<file path="src/rtl/hz_pkg.sv">
// Shared encodings for the bypass and interlock controller.
// Assumes a two-bit operand select feeding a three-input mux.
package hz_pkg;
    typedef enum logic [1:0] {
        SRC_RF  = 2'b00,   // register file value
        SRC_WB  = 2'b01,   // MEM/WB result
        SRC_MEM = 2'b10    // EX/MEM result
    } byp_sel_e;
endpackage

</file>
<file path="src/rtl/reg_match.sv">
// Flags a live dependence: a written, nonzero destination equal to a source.
// Assumes register 0 is hardwired to zero and is never a real producer.
module reg_match #(
    parameter int REG_W = 5
) (
    input  logic [REG_W-1:0] src,
    input  logic [REG_W-1:0] rd,
    input  logic             wen,
    output logic             hit
);
    // compare one producer against one consumer
    always_comb begin
        hit = wen && (rd != '0) && (rd == src);
    end
endmodule

</file>
<file path="src/rtl/bypass_sel.sv">
// Picks the operand source for one consumer from EX/MEM, MEM/WB or the
// register file. Assumes EX/MEM holds the younger of the two results.
module bypass_sel
    import hz_pkg::*;
#(
    parameter int REG_W = 5
) (
    input  logic             clk,
    input  logic             rst_n,
    input  logic [REG_W-1:0] src,
    input  logic [REG_W-1:0] exmem_rd,
    input  logic             exmem_wen,
    input  logic [REG_W-1:0] memwb_rd,
    input  logic             memwb_wen,
    output logic [1:0]       sel
);
    logic hit_mem;
    logic hit_wb;

    reg_match #(.REG_W(REG_W)) u_m_mem (
        .src(src), .rd(exmem_rd), .wen(exmem_wen), .hit(hit_mem)
    );
    reg_match #(.REG_W(REG_W)) u_m_wb (
        .src(src), .rd(memwb_rd), .wen(memwb_wen), .hit(hit_wb)
    );

    // younger producer first, then older, then the register file
    always_comb begin
        if (hit_mem)     sel = SRC_MEM;
        else if (hit_wb) sel = SRC_WB;
        else             sel = SRC_RF;
    end

    assert_young_wins_R2: assert property (@(posedge clk) disable iff (!rst_n)
        (exmem_wen && exmem_rd == src && src != '0) |-> sel == SRC_MEM);

    assert_zero_reg_R3: assert property (@(posedge clk) disable iff (!rst_n)
        (src == '0) |-> sel == SRC_RF);

    assert_wb_path_R1: assert property (@(posedge clk) disable iff (!rst_n)
        (!(exmem_wen && exmem_rd == src) && memwb_wen && memwb_rd == src && src != '0)
        |-> sel == SRC_WB);
endmodule

</file>
<file path="src/rtl/interlock.sv">
// Raises the stall for load-use and decode-branch dependences on ID/EX.
// A branch that waits on a load gets one extra stall cycle from a stored bit,
// because the load is still in MEM when the first stall cycle ends.
// Assumes the pipeline turns a stall into a bubble in ID/EX and holds decode.
module interlock #(
    parameter int REG_W = 5
) (
    input  logic             clk,
    input  logic             rst_n,
    input  logic [REG_W-1:0] id_rs1,
    input  logic [REG_W-1:0] id_rs2,
    input  logic             id_use_rs1,
    input  logic             id_use_rs2,
    input  logic             id_is_store,
    input  logic             id_is_branch,
    input  logic [REG_W-1:0] idex_rd,
    input  logic             idex_wen,
    input  logic             idex_is_load,
    output logic             stall
);
    logic hit1;
    logic hit2;
    logic load_use;
    logic br_on_ex;
    logic br_on_load;
    logic pend_q;

    reg_match #(.REG_W(REG_W)) u_m_s1 (
        .src(id_rs1), .rd(idex_rd), .wen(idex_wen), .hit(hit1)
    );
    reg_match #(.REG_W(REG_W)) u_m_s2 (
        .src(id_rs2), .rd(idex_rd), .wen(idex_wen), .hit(hit2)
    );

    // classify the dependence of decode on the instruction in EX
    always_comb begin
        load_use   = idex_is_load &&
                     ((hit1 && id_use_rs1) || (hit2 && id_use_rs2 && !id_is_store));
        br_on_ex   = id_is_branch &&
                     ((hit1 && id_use_rs1) || (hit2 && id_use_rs2));
        br_on_load = br_on_ex && idex_is_load;
        stall      = load_use || br_on_ex || pend_q;
    end

    // remember a branch-on-load so the following cycle also stalls
    always_ff @(posedge clk) begin
        if (!rst_n) pend_q <= 1'b0;
        else        pend_q <= br_on_load;
    end

    assert_two_cycle_R7: assert property (@(posedge clk) disable iff (!rst_n)
        br_on_load |=> stall);

    assert_zero_dest_quiet_R3: assert property (@(posedge clk) disable iff (!rst_n)
        (idex_rd == '0 && !pend_q) |-> !stall);

    assert_store_data_free_R5: assert property (@(posedge clk) disable iff (!rst_n)
        (id_is_store && !id_is_branch && !id_use_rs1 && !pend_q) |-> !stall);

    assert_unused_quiet_R9: assert property (@(posedge clk) disable iff (!rst_n)
        (!id_use_rs1 && !id_use_rs2 && !pend_q) |-> !stall);
endmodule

</file>
<file path="src/rtl/fwd_interlock.sv">
// Top of the bypass and interlock controller: four operand selects (two ALU,
// two decode-branch), a MEM-stage store-data bypass and the pipeline stall.
// Assumes writes happen only at writeback, so only read-after-write matters.
module fwd_interlock
    import hz_pkg::*;
#(
    parameter int REG_W = 5
) (
    input  logic             clk,
    input  logic             rst_n,
    input  logic [REG_W-1:0] id_rs1,
    input  logic [REG_W-1:0] id_rs2,
    input  logic             id_use_rs1,
    input  logic             id_use_rs2,
    input  logic             id_is_store,
    input  logic             id_is_branch,
    input  logic [REG_W-1:0] ex_rs1,
    input  logic [REG_W-1:0] ex_rs2,
    input  logic [REG_W-1:0] idex_rd,
    input  logic             idex_wen,
    input  logic             idex_is_load,
    input  logic [REG_W-1:0] exmem_rd,
    input  logic             exmem_wen,
    input  logic             exmem_is_store,
    input  logic [REG_W-1:0] exmem_sdata_reg,
    input  logic [REG_W-1:0] memwb_rd,
    input  logic             memwb_wen,
    output logic [1:0]       alu_sel_a,
    output logic [1:0]       alu_sel_b,
    output logic [1:0]       br_sel_a,
    output logic [1:0]       br_sel_b,
    output logic             st_data_fwd,
    output logic             stall
);
    localparam int N_CONS = 4;   // ALU A, ALU B, branch A, branch B

    logic [REG_W-1:0] cons_src [N_CONS];
    logic [1:0]       cons_sel [N_CONS];
    logic             st_hit;

    // gather the consumer register numbers in a fixed order
    always_comb begin
        cons_src[0] = ex_rs1;
        cons_src[1] = ex_rs2;
        cons_src[2] = id_rs1;
        cons_src[3] = id_rs2;
    end

    for (genvar g = 0; g < N_CONS; g++) begin : g_byp
        bypass_sel #(.REG_W(REG_W)) u_sel (
            .clk      (clk),
            .rst_n    (rst_n),
            .src      (cons_src[g]),
            .exmem_rd (exmem_rd),
            .exmem_wen(exmem_wen),
            .memwb_rd (memwb_rd),
            .memwb_wen(memwb_wen),
            .sel      (cons_sel[g])
        );
    end

    // drive the select outputs from the consumer array
    always_comb begin
        alu_sel_a = cons_sel[0];
        alu_sel_b = cons_sel[1];
        br_sel_a  = cons_sel[2];
        br_sel_b  = cons_sel[3];
    end

    reg_match #(.REG_W(REG_W)) u_m_store (
        .src(exmem_sdata_reg), .rd(memwb_rd), .wen(memwb_wen), .hit(st_hit)
    );

    // MEM-stage store data from the result leaving MEM/WB
    always_comb begin
        st_data_fwd = exmem_is_store && st_hit;
    end

    interlock #(.REG_W(REG_W)) u_lock (
        .clk         (clk),
        .rst_n       (rst_n),
        .id_rs1      (id_rs1),
        .id_rs2      (id_rs2),
        .id_use_rs1  (id_use_rs1),
        .id_use_rs2  (id_use_rs2),
        .id_is_store (id_is_store),
        .id_is_branch(id_is_branch),
        .idex_rd     (idex_rd),
        .idex_wen    (idex_wen),
        .idex_is_load(idex_is_load),
        .stall       (stall)
    );

    assert_store_fwd_R5: assert property (@(posedge clk) disable iff (!rst_n)
        (exmem_is_store && memwb_wen && memwb_rd != '0 && memwb_rd == exmem_sdata_reg)
        |-> st_data_fwd);

    assert_store_zero_R3: assert property (@(posedge clk) disable iff (!rst_n)
        (exmem_sdata_reg == '0) |-> !st_data_fwd);
endmodule

</file>
<file path="config.mk">
export PLATFORM = sky130hd
export DESIGN_NAME = fwd_interlock
export DESIGN_NICKNAME = d
export VERILOG_FILES = /design/src/rtl/hz_pkg.sv /design/src/rtl/reg_match.sv /design/src/rtl/bypass_sel.sv /design/src/rtl/interlock.sv /design/src/rtl/fwd_interlock.sv
export SDC_FILE = /design/constraint.sdc
export NUM_CORES = 1
export LEC_CHECK = 0
export BUFFER_PORTS_ARGS = -buffer_cell sky130_fd_sc_hd__buf_2
export CAP_MARGIN = 20
export CORE_MARGIN = 2
export CORE_UTILIZATION = 43
export CTS_BUF_LIST = sky130_fd_sc_hd__clkbuf_4 sky130_fd_sc_hd__clkbuf_8
export CTS_CLUSTER_DIAMETER = 30
export DETAILED_ROUTE_END_ITERATION = 10
export GPL_TIMING_DRIVEN = 0
export PLACE_DENSITY_LB_ADDON = 0.1
export SETUP_SLACK_MARGIN = 0.3
export SYNTH_ARGS = -nofsm -noshare
export SYNTH_HDL_FRONTEND = slang
export SYNTH_SLANG_ARGS = --single-unit
</file>
<file path="constraint.sdc">
create_clock -name clk -period 3 [get_ports clk]
set_input_delay 0.3 -clock clk [delete_from_list [all_inputs] [get_ports clk]]
set_output_delay 0.3 -clock clk [all_outputs]
set_load 0.02 [all_outputs]
</file>
---- After elaboration in Yosys (flattened, before gate mapping) ----
Index checks and enable logic that the tools add are counted.
storage, ports and cells
  flip-flop bits (word level) ............. 1
  bits of input ports ..................... 51
  word-level logic and storage cells ...... 49
operators by class
  eq/ne operators ......................... 11
  muxes and demuxes ....................... 8
  reductions and logical operators ........ 29
operator list
  kind                 count
  equality test 5 bit  11
  logical AND 1 bit    21
  nonzero test 5 bit   3
  2-to-1 mux 2 bit     4
  logical OR 1 bit     4
  2-to-1 mux 1 bit     4
  logical NOT 1 bit    1

---- Longest topological paths before layout ----
Gate-level depths: netlist of the first run.
  depth in word-level cells ............... 9
  depth in mapped cells ................... 5
  depth with buffers taken out ............ 5

---- Modules after synthesis ----
From an unflattened synthesis of the first run, not the netlist that was laid out.
second synthesis, totals
  cell total of the unflattened synthesis .. 126
  area total of the unflattened synthesis .. 989.7 µm²
by module, submodules not included
  module         times used  cells each  area each (µm²)  seq. area each (µm²)
  reg_match      11          10          76.3             0.0
  bypass_sel     4           2           21.3             0.0
  interlock      1           7           58.8             20.0
  fwd_interlock  1           1           6.3              0.0

---- Worst setup path after synthesis of the first run ----
Ideal clock, no wire load.
  path type ............................... input to output
  start ................................... input port exmem_rd[2]
  end ..................................... output port alu_sel_a[0]
  arrival time ............................ 1.727 ns
  setup slack ............................. 0.973 ns
  cell stages on the path ................. 5
  path buffers ............................ 1
  cell sequence ........................... buf_2 -> or4_4 -> o21ai_4 -> nor4_1 -> nor4_2
on the way
  cells in the longest elaborated chain, start to end .. 4
  elaborated cells on any way between the ends .. 5
  classes of those cells .................. eq/ne: 1; mux: 1; reduce/logical: 3
ends and longest elaborated chain
  what                              RTL line             source
  start: declaration                fwd_interlock.sv:22  input logic [REG_W-1:0] exmem_rd,
  nonzero test 5 bit                reg_match.sv:13      hit = wen && (rd != '0) && (rd == src);
  logical AND 1 bit                 reg_match.sv:13
  logical AND 1 bit *               reg_match.sv:13
  named net g_byp[0].u_sel.hit_mem  bypass_sel.sv:17     logic hit_mem;
  2-to-1 mux 2 bit *                bypass_sel.sv:29     if (hit_mem) sel = SRC_MEM;
  end: declaration                  fwd_interlock.sv:28  output logic [1:0] alu_sel_a,
Mark *: on every way through the listed nets, which the timed path passes. The rest lies on a longest branch.

---- Worst setup path after layout of the first run ----
  start ................................... input port memwb_rd[3]
  end ..................................... output port br_sel_b[0]
on the way
  cells in the longest elaborated chain, start to end .. 5
  elaborated cells on any way between the ends .. 6
  classes of those cells .................. eq/ne: 1; mux: 2; reduce/logical: 3
ends and longest elaborated chain
  what                 RTL line             source
  start: declaration   fwd_interlock.sv:26  input logic [REG_W-1:0] memwb_rd,
  nonzero test 5 bit   reg_match.sv:13
  logical AND 1 bit    reg_match.sv:13
  logical AND 1 bit *  reg_match.sv:13
  2-to-1 mux 1 bit *   bypass_sel.sv:30     else if (hit_wb) sel = SRC_WB;
  2-to-1 mux 2 bit *   bypass_sel.sv:29
  end: declaration     fwd_interlock.sv:31  output logic [1:0] br_sel_b,
Every way passes the cells marked *; elsewhere a longest branch is shown, timed or not.

==> results.md, run 1 <==
* Number of endpoints with negative hold slack in the final report at 0
* Power Density at 139 nW/µm²
* Top reg by flops: u_lock.pend_q
* Net count after synthesis at 159
* Number of failing setup endpoints in the final timing report at 0
* Worst hold-check path type: primary input to flip-flop
* DRT Wirelength at 2200 µm
* Number of nets still failing antenna checks after routing at 0
* DP Wirelength at 1870 µm
* Footprint of the multi-input gates at between 700 and 800 µm²
* Via density per instance at 4.79
* Share of cells above drive strength 1 at between 40% and 50%
* Syn. warnings at 0
* Pre-Repair DR Iteration Count at 3
* Post-synthesis async set-or-reset flop share at 0%
* Overall global routing resource usage at 19.2%
* Starting utilization of the core area at between 40 and 50%
* Fraction of power consumed by the clock network at 0%
* Max-slew violation total from the final report at 0
* Post-detailed-route DRC marker count at 0
* Synthesized area divided by synthesized cell count at 7.83 µm²
* Global route total overflow at 0
* Avg WL per Cell at 11.9 µm
* Crit share post-route at a little over two thirds
* Die span in y at 48.4 µm
* Number of synthesized register bits at 1
* Startpoint type of the worst setup path: primary input
* Die outline area at between 2000 and 2500 µm²
* Number of nets in the layout at 211
* F_max at ~470 MHz
* Netlist Area Pre-Place at 846 µm²
* Layout area overhead at 33.6%
* Leakage component of the power at 0.506 nW
* RePlAce Congestion at slightly below 0.8
* Critical Setup Path Class: primary input to primary output
* Layout Cells excl Fill at 185
* Number of enable flip-flop cells after synthesis at 0
* Count of cells resized by post-cts repair at 0
* Sum Neg Setup Slack at 0 ns
* Num rows at 16
* Worst-case headroom to the max-slew limit at 69.5%
* First-pass GRT wire length at 3710 µm
* Filler cell count in the final layout at 203
* Crit path time final at 2.12 ns
* Cts hold-fix bufs at 0
* Register area at between 20 and 25 µm²
* Setup repair after global routing missed its margin: false
* Destination of the worst hold path: u_lock.pend_q$_SDFF_PN0_
* Antenna violations before repair at 0
* Pint at 0.0842 mW
* Arrival time worst endpoint at ~1.8 ns
* Startpoint of the most critical hold path: rst_n
* Sequential cell fraction of total power at between 8 and 9%
* Vias after detailed routing at roughly 890
* CP max FO at 6
* Total instance count after detailed placement at 185
* Overall die width at between 40 and 50 µm
* Overall power after layout at ~0.16 mW
* Top-level port count at around 60
* Maximum number of pins on one net before global-route repair at 7
* Maxcap violations at 0
* Transition time at the pin with the least slew margin at 0.453 ns
* Post-synthesis cell count at 108
* Sw Share at 46.3%
* Sort of element at the end of the critical path: primary output
* Vias in the first global route at 839
* Portion of the post-synthesis area used by sequential elements at around 2.4%
* IR drop worst, VDD at 69.5 µV
* Buffers inserted during post-CTS setup optimization at 0
* Core area at 1900 µm²
* Buffers added on ports at 50
* Net switching power of the design at 0.0726 mW
* Top flop regs: u_lock.pend_q (1)
* Diode count at 0
* Part of the total power dissipated in combinational logic at approximately 90%
* Status: finished clean
* Leading register cell type out of synthesis: sky130_fd_sc_hd__dfxtp_1
* Largest register FFs at 1
* Clock-pin slew of the registers on the worst-case setup and hold paths at 0 ns
* Required time of the critical path at 2.70 ns
* Initial DRC count at 4
* Unique cell type count in the Yosys netlist at 23
* Hold-critical path depth at 3
power groups by stage:
stage	sequential (mW)	combinational, mW	clock, mW
floorplan	0.0136	0.0887	0
global placement	0.0136	0.141	0
detailed placement	0.0136	0.144	0
CTS	0.0136	0.145	0
global route	0.0136	0.159	0
finish	0.0136	0.143	0
how the worst max path moves through the flow:
| stage | from | depth (start not counted) | end | slack (ns) |
|---|---|---|---|---|
| 5_1_grt | memwb_rd[3] | 5 | br_sel_b[0] | 0.74 |
| 2_1_floorplan | exmem_rd[2] | 5 | alu_sel_a[0] | 0.97 |
| 3_3_place_gp | memwb_rd[3] | 5 | br_sel_b[0] | 0.90 |
| 3_5_place_dp | memwb_rd[3] | 5 | br_sel_b[0] | 0.89 |
| 6_report | memwb_rd[3] | 5 | br_sel_b[0] | 0.88 |
| 4_1_cts | memwb_rd[3] | 5 | br_sel_b[0] | 0.87 |
cell families after synthesis:
| family | share of synthesized area, % |
|---|---|
| compound gates | 4.44 |
| xor+xnor | 57.0 |
| buf+inv | 10.2 |
| flops | 2.37 |
| simple gates | 26.0 |
synthesized netlist by cell type, types with 3 or more instances:
cell                       count  area, µm²
sky130_fd_sc_hd__xor2_1       33        289
sky130_fd_sc_hd__nor2_1        3       11.3
sky130_fd_sc_hd__buf_4         4       30.0
sky130_fd_sc_hd__xnor2_1      22        193
sky130_fd_sc_hd__nor4_1        5       31.3
sky130_fd_sc_hd__nor4_2        4       50.1
sky130_fd_sc_hd__nor3_1        3       15.0
sky130_fd_sc_hd__or4_1         5       37.5
sky130_fd_sc_hd__nand3_1       6       30.0
sky130_fd_sc_hd__nand2_1       3       11.3
sky130_fd_sc_hd__buf_2         6       30.0
sky130_fd_sc_hd__clkbuf_1      3       11.3
metal layers:
layer	global-route usage (%)	part of all wire (%)	vias up
met5	0	0	-
met4	0	0	0
met3	0.926	4.7	0
met2	35.2	50	30
met1	26.5	45	393
li1	-	-	463
area by class of cell:
type | instances | area share, %
Multi-Input combinational cell | 92 | 65.4
Timing Repair Buffer | 50 | 22.1
Buffer | 14 | 7.31
Tap cell | 27 | 2.99
Sequential cell | 1 | 1.77
Inverter | 1 | 0.332
metrics by stage:
stage / cell area, µm² / setup WS (ns) / util [%] / hold slack, ns
global placement: 1130 / 0.901 / 59.4 / 0.548
finish: 1130 / 0.882 / 59.4 / 0.549
global route: 1130 / 0.741 / 59.4 / 0.557
detailed placement: 1130 / 0.886 / 59.4 / 0.551
floorplan: 846 / 0.973 / - / 0.426
CTS: 1130 / 0.873 / 59.4 / 0.550
worst max-delay path, cell delays in order:
cell and delay [ns]:
sky130_fd_sc_hd__clkbuf_1 0.33, sky130_fd_sc_hd__o21ai_1 0.25, sky130_fd_sc_hd__or4_1 0.58, sky130_fd_sc_hd__nor4_2 0.15
sky130_fd_sc_hd__buf_2 0.20
cells in the final DEF, fill, tap and decap left out, types with 3 or more instances in the layout:
cell type	instances
sky130_fd_sc_hd__nand2_1	3
sky130_fd_sc_hd__nor3_1	3
sky130_fd_sc_hd__xor2_1	33
sky130_fd_sc_hd__or4_1	5
sky130_fd_sc_hd__buf_4	4
sky130_fd_sc_hd__xnor2_1	22
sky130_fd_sc_hd__nand3_1	6
sky130_fd_sc_hd__nor4_2	4
sky130_fd_sc_hd__nor2_1	3
sky130_fd_sc_hd__clkbuf_1	3
sky130_fd_sc_hd__buf_2	56
sky130_fd_sc_hd__nor4_1	5
Power figures use the tool's default switching activity.
==> run 2, diff against run 1 <==
--- a/config.mk
+++ b/config.mk
@@ -5,6 +5,7 @@
 export SDC_FILE = /design/constraint.sdc
 export NUM_CORES = 1
 export LEC_CHECK = 0
+export ABC_AREA = 1
 export BUFFER_PORTS_ARGS = -buffer_cell sky130_fd_sc_hd__buf_2
 export CAP_MARGIN = 20
 export CORE_MARGIN = 2
==> constraint.sdc (replaced) <==
create_clock -name clk -period 2.2 [get_ports clk]
set_input_delay 0.22 -clock clk [delete_from_list [all_inputs] [get_ports clk]]
set_output_delay 0.22 -clock clk [all_outputs]
set_load 0.02 [all_outputs]
==> results.md, run 2 <==
* Number of nets in the layout at 248
* Num rows at 16
* Count of cells resized by post-cts repair at 0
* Sort of element at the end of the critical path: primary output
* Ranking of synthesized cells by instance count: sky130_fd_sc_hd__nand2_1 (26), sky130_fd_sc_hd__xor2_1 (26), sky130_fd_sc_hd__xnor2_1 (23)
* Leakage component of the power at 0.628 nW
* Overall die width at 50.6 µm
* Power Density at roughly 190 nW/µm²
* Pre-Repair DR Iteration Count at 4
* Share of Yosys cell area claimed by the top area cell type at ~24%
* Vias after detailed routing at 1036
* Core area at 2000 µm²
* Maxcap violations at 0
* Top library cells by usage in the layout, fill and taps aside: sky130_fd_sc_hd__buf_2 (56), sky130_fd_sc_hd__xor2_1 (26), sky130_fd_sc_hd__nand2_1 (26)
* Top flop regs: u_lock.pend_q (1)
* Worst hold-check path type: primary input to flip-flop
* Arrival time worst endpoint at 1.20 ns
* Hold-critical path depth at 3
* Max-slew violation total from the final report at 0
* Die span in y at 50.6 µm
* Setup repair after global routing missed its margin: false
* Overall power after layout at 0.232 mW
* Most common cell after layout, fill and taps aside: sky130_fd_sc_hd__buf_2
* Critical Setup Path Class: primary input to primary output
* Vias in the first global route at 946
* Number of endpoints with negative hold slack in the final report at 0
* Post-synthesis cell count at ~150
* Number of nets still failing antenna checks after routing at 0
* Layout area overhead at 30.5%
* Fraction of power consumed by the clock network at 0%
* Number of failing setup endpoints in the final timing report at 0
* Pre-CTS setup slack at 0.777 ns
* Initial DRC count at 11
* Diode count at 0
* Avg WL per Cell at 11.0 µm
* Destination of the worst hold path: u_lock.pend_q$_SDFF_PN0_
* Post-detailed-route DRC marker count at 0
* Number of enable flip-flop cells after synthesis at 0
* Startpoint of the most critical hold path: rst_n
* Via density per instance at about 4.7
* Sequential cell fraction of total power at roughly 8.0%
* Required time of the critical path at 1.98 ns
* Crit path time final at 1.42 ns
* Setup slack after layout at about 0.78 ns
* Syn. warnings at 0
* Worst-case headroom to the max-slew limit at 80.5%
* Net count after synthesis at 196
* Sum Neg Setup Slack at 0 ns
* Buffers added on ports at 50
* Synthesized area divided by synthesized cell count at 6.43 µm²
* IR drop worst, VDD at around 110 µV
* CP max FO at 5
* Maximum number of pins on one net before global-route repair at 7
* Antenna violations before repair at 0
* Starting utilization of the core area at a little under half
* Post-synth top area cell: sky130_fd_sc_hd__xor2_1
* First-pass GRT wire length at 4040 µm
* Global route total overflow at 0
* Part of the total power dissipated in combinational logic at 92.0%
* DRT Wirelength at 2430 µm
* Post-synthesis async set-or-reset flop share at 0%
* RePlAce Congestion at 0.795
* Leading register cell type out of synthesis: sky130_fd_sc_hd__dfxtp_1
* Net switching power of the design at 0.112 mW
* Cts hold-fix bufs at 0
* Top area cells in the synthesized netlist: sky130_fd_sc_hd__xor2_1 (24%), sky130_fd_sc_hd__xnor2_1 (22%), sky130_fd_sc_hd__nand2_1 (10%)
* Crit share post-route at 64.6%
* Die outline area at approximately 2600 µm²
* Pint at 0.120 mW
* Number of synthesized register bits at 1
* Top-level port count at 61
* Unique cell type count in the Yosys netlist at 16
* Status: finished clean
* Buffers inserted during post-CTS setup optimization at 0
* Startpoint type of the worst setup path: primary input
* F_max at 703 MHz
* Top reg by flops: u_lock.pend_q
* Sw Share at just under 50%
* Largest register FFs at 1
* Clock-pin slew of the registers on the worst-case setup and hold paths at 0 ns
* DP Wirelength at 2090 µm
* Transition time at the pin with the least slew margin at approximately 0.29 ns
* Share of cells above drive strength 1 at between 30% and 40%
* Portion of the post-synthesis area used by sequential elements at under 10%
* Overall global routing resource usage at 19.6%
* Netlist Area Pre-Place at 932 µm²
run 2: changes by cell type after synthesis, sizes merged, moves of 6 or more:
cell   change
or4        -6
nor2      +15
inv       +11
xor2       -7
nand4      +6
nand2     +23
run 2: how the worst max path moves through the flow:
stage	startpoint	end	slack, ns	cells after the start
6_report	exmem_rd[2]	br_sel_b[1]	0.78	7
5_1_grt	idex_rd[1]	stall	0.65	12
4_1_cts	exmem_rd[2]	br_sel_b[1]	0.77	7
3_5_place_dp	exmem_rd[2]	br_sel_b[1]	0.78	7
3_3_place_gp	exmem_rd[2]	br_sel_b[1]	0.79	7
2_1_floorplan	memwb_rd[0]	alu_sel_a[0]	0.89	5
run 2: routing by layer:
metal	vias to the layer above	wire length [µm]	track usage, %	share of wire, %
li1	547	-	-	-
met1	448	1050	27.4	43
met2	41	1190	35.3	49
met3	0	195	0.893	8.0
met4	0	0	0	0
met5	-	0	0	0
run 2: logic make-up after synthesis:
family          Yosys count  synth area share, %
xor+xnor                 49                 46.0
buf+inv                  26                 14.5
flops                     1                 2.15
compound gates            2                 2.55
simple gates             67                 34.8
run 2: per-stage QoR:
step | util [%] | hold WS, ns | cells | instance area, µm²
2_1_floorplan | - | 0.354 | 145 | 932
3_3_place_gp | 60.8 | 0.457 | 222 | 1220
3_5_place_dp | 60.8 | 0.472 | 222 | 1220
4_1_cts | 60.8 | 0.472 | 222 | 1220
5_1_grt | 60.8 | 0.506 | 222 | 1220
6_report | 60.8 | 0.470 | 222 | 1220
run 2: power groups by stage:
stage	clock [mW]	combinational, mW	sequential [mW]
6_report	0	0.214	0.0186
5_1_grt	0	0.237	0.0186
4_1_cts	0	0.216	0.0186
3_5_place_dp	0	0.215	0.0186
3_3_place_gp	0	0.209	0.0186
2_1_floorplan	0	0.138	0.0186
run 2: area by class of cell:
| class | instances | area (µm²) |
|---|---|---|
| plain buffers | 14 | 90.1 |
| well taps | 27 | 33.8 |
| multi-input cells | 118 | 777 |
| flip-flops and latches | 1 | 20.0 |
| inverters | 12 | 45.0 |
| fillers | 218 | 786 |
| repair buffers | 50 | 250 |
run 2: critical path, cell delays in order:
cell                      delay [ns]
sky130_fd_sc_hd__buf_4          0.13
sky130_fd_sc_hd__nor2_1         0.06
sky130_fd_sc_hd__nand2_1        0.10
sky130_fd_sc_hd__o21ai_4        0.09
sky130_fd_sc_hd__nor4_2         0.29
sky130_fd_sc_hd__buf_4          0.16
sky130_fd_sc_hd__buf_2          0.15
==> run 3, diff against run 2 <==
--- a/config.mk
+++ b/config.mk
@@ -5,11 +5,11 @@
 export SDC_FILE = /design/constraint.sdc
 export NUM_CORES = 1
 export LEC_CHECK = 0
-export ABC_AREA = 1
+export ABC_AREA = 0
 export BUFFER_PORTS_ARGS = -buffer_cell sky130_fd_sc_hd__buf_2
 export CAP_MARGIN = 20
 export CORE_MARGIN = 2
-export CORE_UTILIZATION = 43
+export CORE_UTILIZATION = 38
 export CTS_BUF_LIST = sky130_fd_sc_hd__clkbuf_4 sky130_fd_sc_hd__clkbuf_8
 export CTS_CLUSTER_DIAMETER = 30
 export DETAILED_ROUTE_END_ITERATION = 10
==> constraint.sdc (replaced) <==
create_clock -name clk -period 1.2 [get_ports clk]
set_input_delay 0.12 -clock clk [delete_from_list [all_inputs] [get_ports clk]]
set_output_delay 0.12 -clock clk [all_outputs]
set_load 0.02 [all_outputs]
==> results.md, run 3 (synthesized netlist as in run 1, its figures left out) <==
* Setup repair after global routing missed its margin: true
* Global route total overflow at 0
* Slowest stage cell on the critical path: sky130_fd_sc_hd__or4_4
* Antenna violations before repair at 0
* Power Density at 358 nW/µm²
* DP Wirelength at slightly below 2000 µm
* CP max FO at 2
* Core area at 2150 µm²
* Crit-path max cell delay at 0.54 ns
* Clock-pin slew of the registers on the worst-case setup and hold paths at 0 ns
* IR drop worst, VDD at ~290 µV
* Starting utilization of the core area at 39.4%
* Footprint of the multi-input gates at 928 µm²
* Startpoint type of the worst setup path: primary input
* RePlAce Congestion at around 0.75
* Critical Setup Path Class: primary input to primary output
* Sort of element at the end of the critical path: primary output
* Number of failing setup endpoints in the final timing report at 11
* Top-level port count at 61
* Cell Chain, Critical Path: buf_8 > or4_4 > o21ai_4 > buf_4 > nor4_4 > nor4_4 > buf_4
* Crit path time final at 1.57 ns
* Worst-case headroom to the max-slew limit at approximately four fifths
* Register area at 20.0 µm²
* Leakage component of the power at roughly 0.62 nW
* Maxcap violations at 0
* Via density per instance at 4.91
* F_max at 639 MHz
* Most common cell after layout, fill and taps aside: sky130_fd_sc_hd__buf_2
* Maximum number of pins on one net before global-route repair at 7
* Buffers added on ports at 50
* Transition time at the pin with the least slew margin at 0.307 ns
* Share of cells above drive strength 1 at 57.9%
* Post-detailed-route DRC marker count at 0
* Setup slack after layout at -0.365 ns
* Vias after detailed routing at between 900 and 1000
* Placed standard-cell area at about 1300 µm²
* Worst hold-check path type: primary input to flip-flop
* Top library cells by usage in the layout, fill and taps aside: sky130_fd_sc_hd__buf_2 (41), sky130_fd_sc_hd__xor2_1 (33), sky130_fd_sc_hd__xnor2_1 (21)
* Top reg by flops: u_lock.pend_q
* Cts hold-fix bufs at 0
* Initial DRC count at 7
* Failing checks: setup timing
* Number of nets still failing antenna checks after routing at 0
* Hold-critical path depth at 3
* Overall die width at 51.2 µm
* Top flop regs: u_lock.pend_q (1)
* DRT Wirelength at 2650 µm
* Filler cell count in the final layout at 180
* Vias in the first global route at 897
* Overall global routing resource usage at about a fifth
* Num rows at 17
* First-pass GRT wire length at 4090 µm
* Die outline area at about 2600 µm²
* Largest register FFs at 1
* Pre-Repair DR Iteration Count at 4
* Max-slew violation total from the final report at 0
* Overall power after layout at 0.533 mW
* Final instance area at 1490 µm²
* Required time of the critical path at 1.08 ns
* Diode count at 0
* Arrival time worst endpoint at 1.45 ns
* Crit share post-route at 130%
* Layout area overhead at 75.9%
* Number of nets in the layout at between 200 and 250
* Die span in y at 51.2 µm
* Avg WL per Cell at 13.8 µm
* Status: finished, violations left
* Number of endpoints with negative hold slack in the final report at 0
## run 3: cell count changes in the layout (fill, tap and decap cells not counted), sizes merged, moves of 2 or more
cell    previous run  this run
inv               12         1
nor4               4         9
clkbuf             0         3
buf               64        67
or4                0         6
nor3               5         3
nand4              7         1
nor2              18         3
xor2              26        33
nand2             26         3
## run 3: per-layer routing
metal | vias up | share of wire [%] | global-route usage, %
met5 | - | 0 | 0
met4 | 0 | 0 | 0
met3 | 0 | 3.8 | 0.585
met2 | 28 | 53 | 37.0
met1 | 441 | 43 | 26.5
li1 | 474 | - | -
## run 3: cell type report
type                            count  area share, %
Inverter                            1          0.252
Buffer                             14           10.1
Multi-Input combinational cell     92           62.4
Sequential cell                     1           1.35
Tap cell                           28           2.35
Timing Repair Buffer               56           23.5
## run 3: worst max-delay path, delay by kind of cell
family | cells | cell delay (ns)
AND/OR/NAND/NOR | 3 | 0.73
buffers and inverters | 3 | 0.44
AO/OA/AOI/OAI | 1 | 0.17
## run 3: per-stage QoR
stage	std cells	hold slack [ns]	worst slack (ns)	TNS, ns	util [%]
2_1_floorplan	108	0.252	-0.245	-1.96	-
3_3_place_gp	186	0.371	-0.520	-4.01	59.0
3_5_place_dp	186	0.382	-0.529	-4.01	59.0
4_1_cts	190	0.382	-0.337	-2.98	66.5
5_1_grt	192	0.402	-0.415	-3.74	69.2
6_report	192	0.377	-0.365	-3.28	69.2
## run 3: power by group
group / total (mW) / leakage (nW) / internal [mW] / switching [mW]
Combinational: 0.499 / 0.611 / 0.247 / 0.252
Sequential: 0.0341 / 0.00805 / 0.0340 / 0.0000195
Clock: 0 / 0 / 0 / 0
Total: 0.533 / 0.619 / 0.281 / 0.252
## run 3: timing repair
| action | in CTS | in global routing |
|---|---|---|
| pin swaps | 9 | 3 |
| buffers inserted | 4 | 2 |
| gates resized for setup | 35 | 6 |
| setup endpoints to repair | 11 | 11 |
## run 3: path summary, 6_finish.rpt
| kind | start | to |
|---|---|---|
| min | rst_n | u_lock.pend_q$_SDFF_PN0_ |
| max | exmem_rd[1] | alu_sel_a[0] |
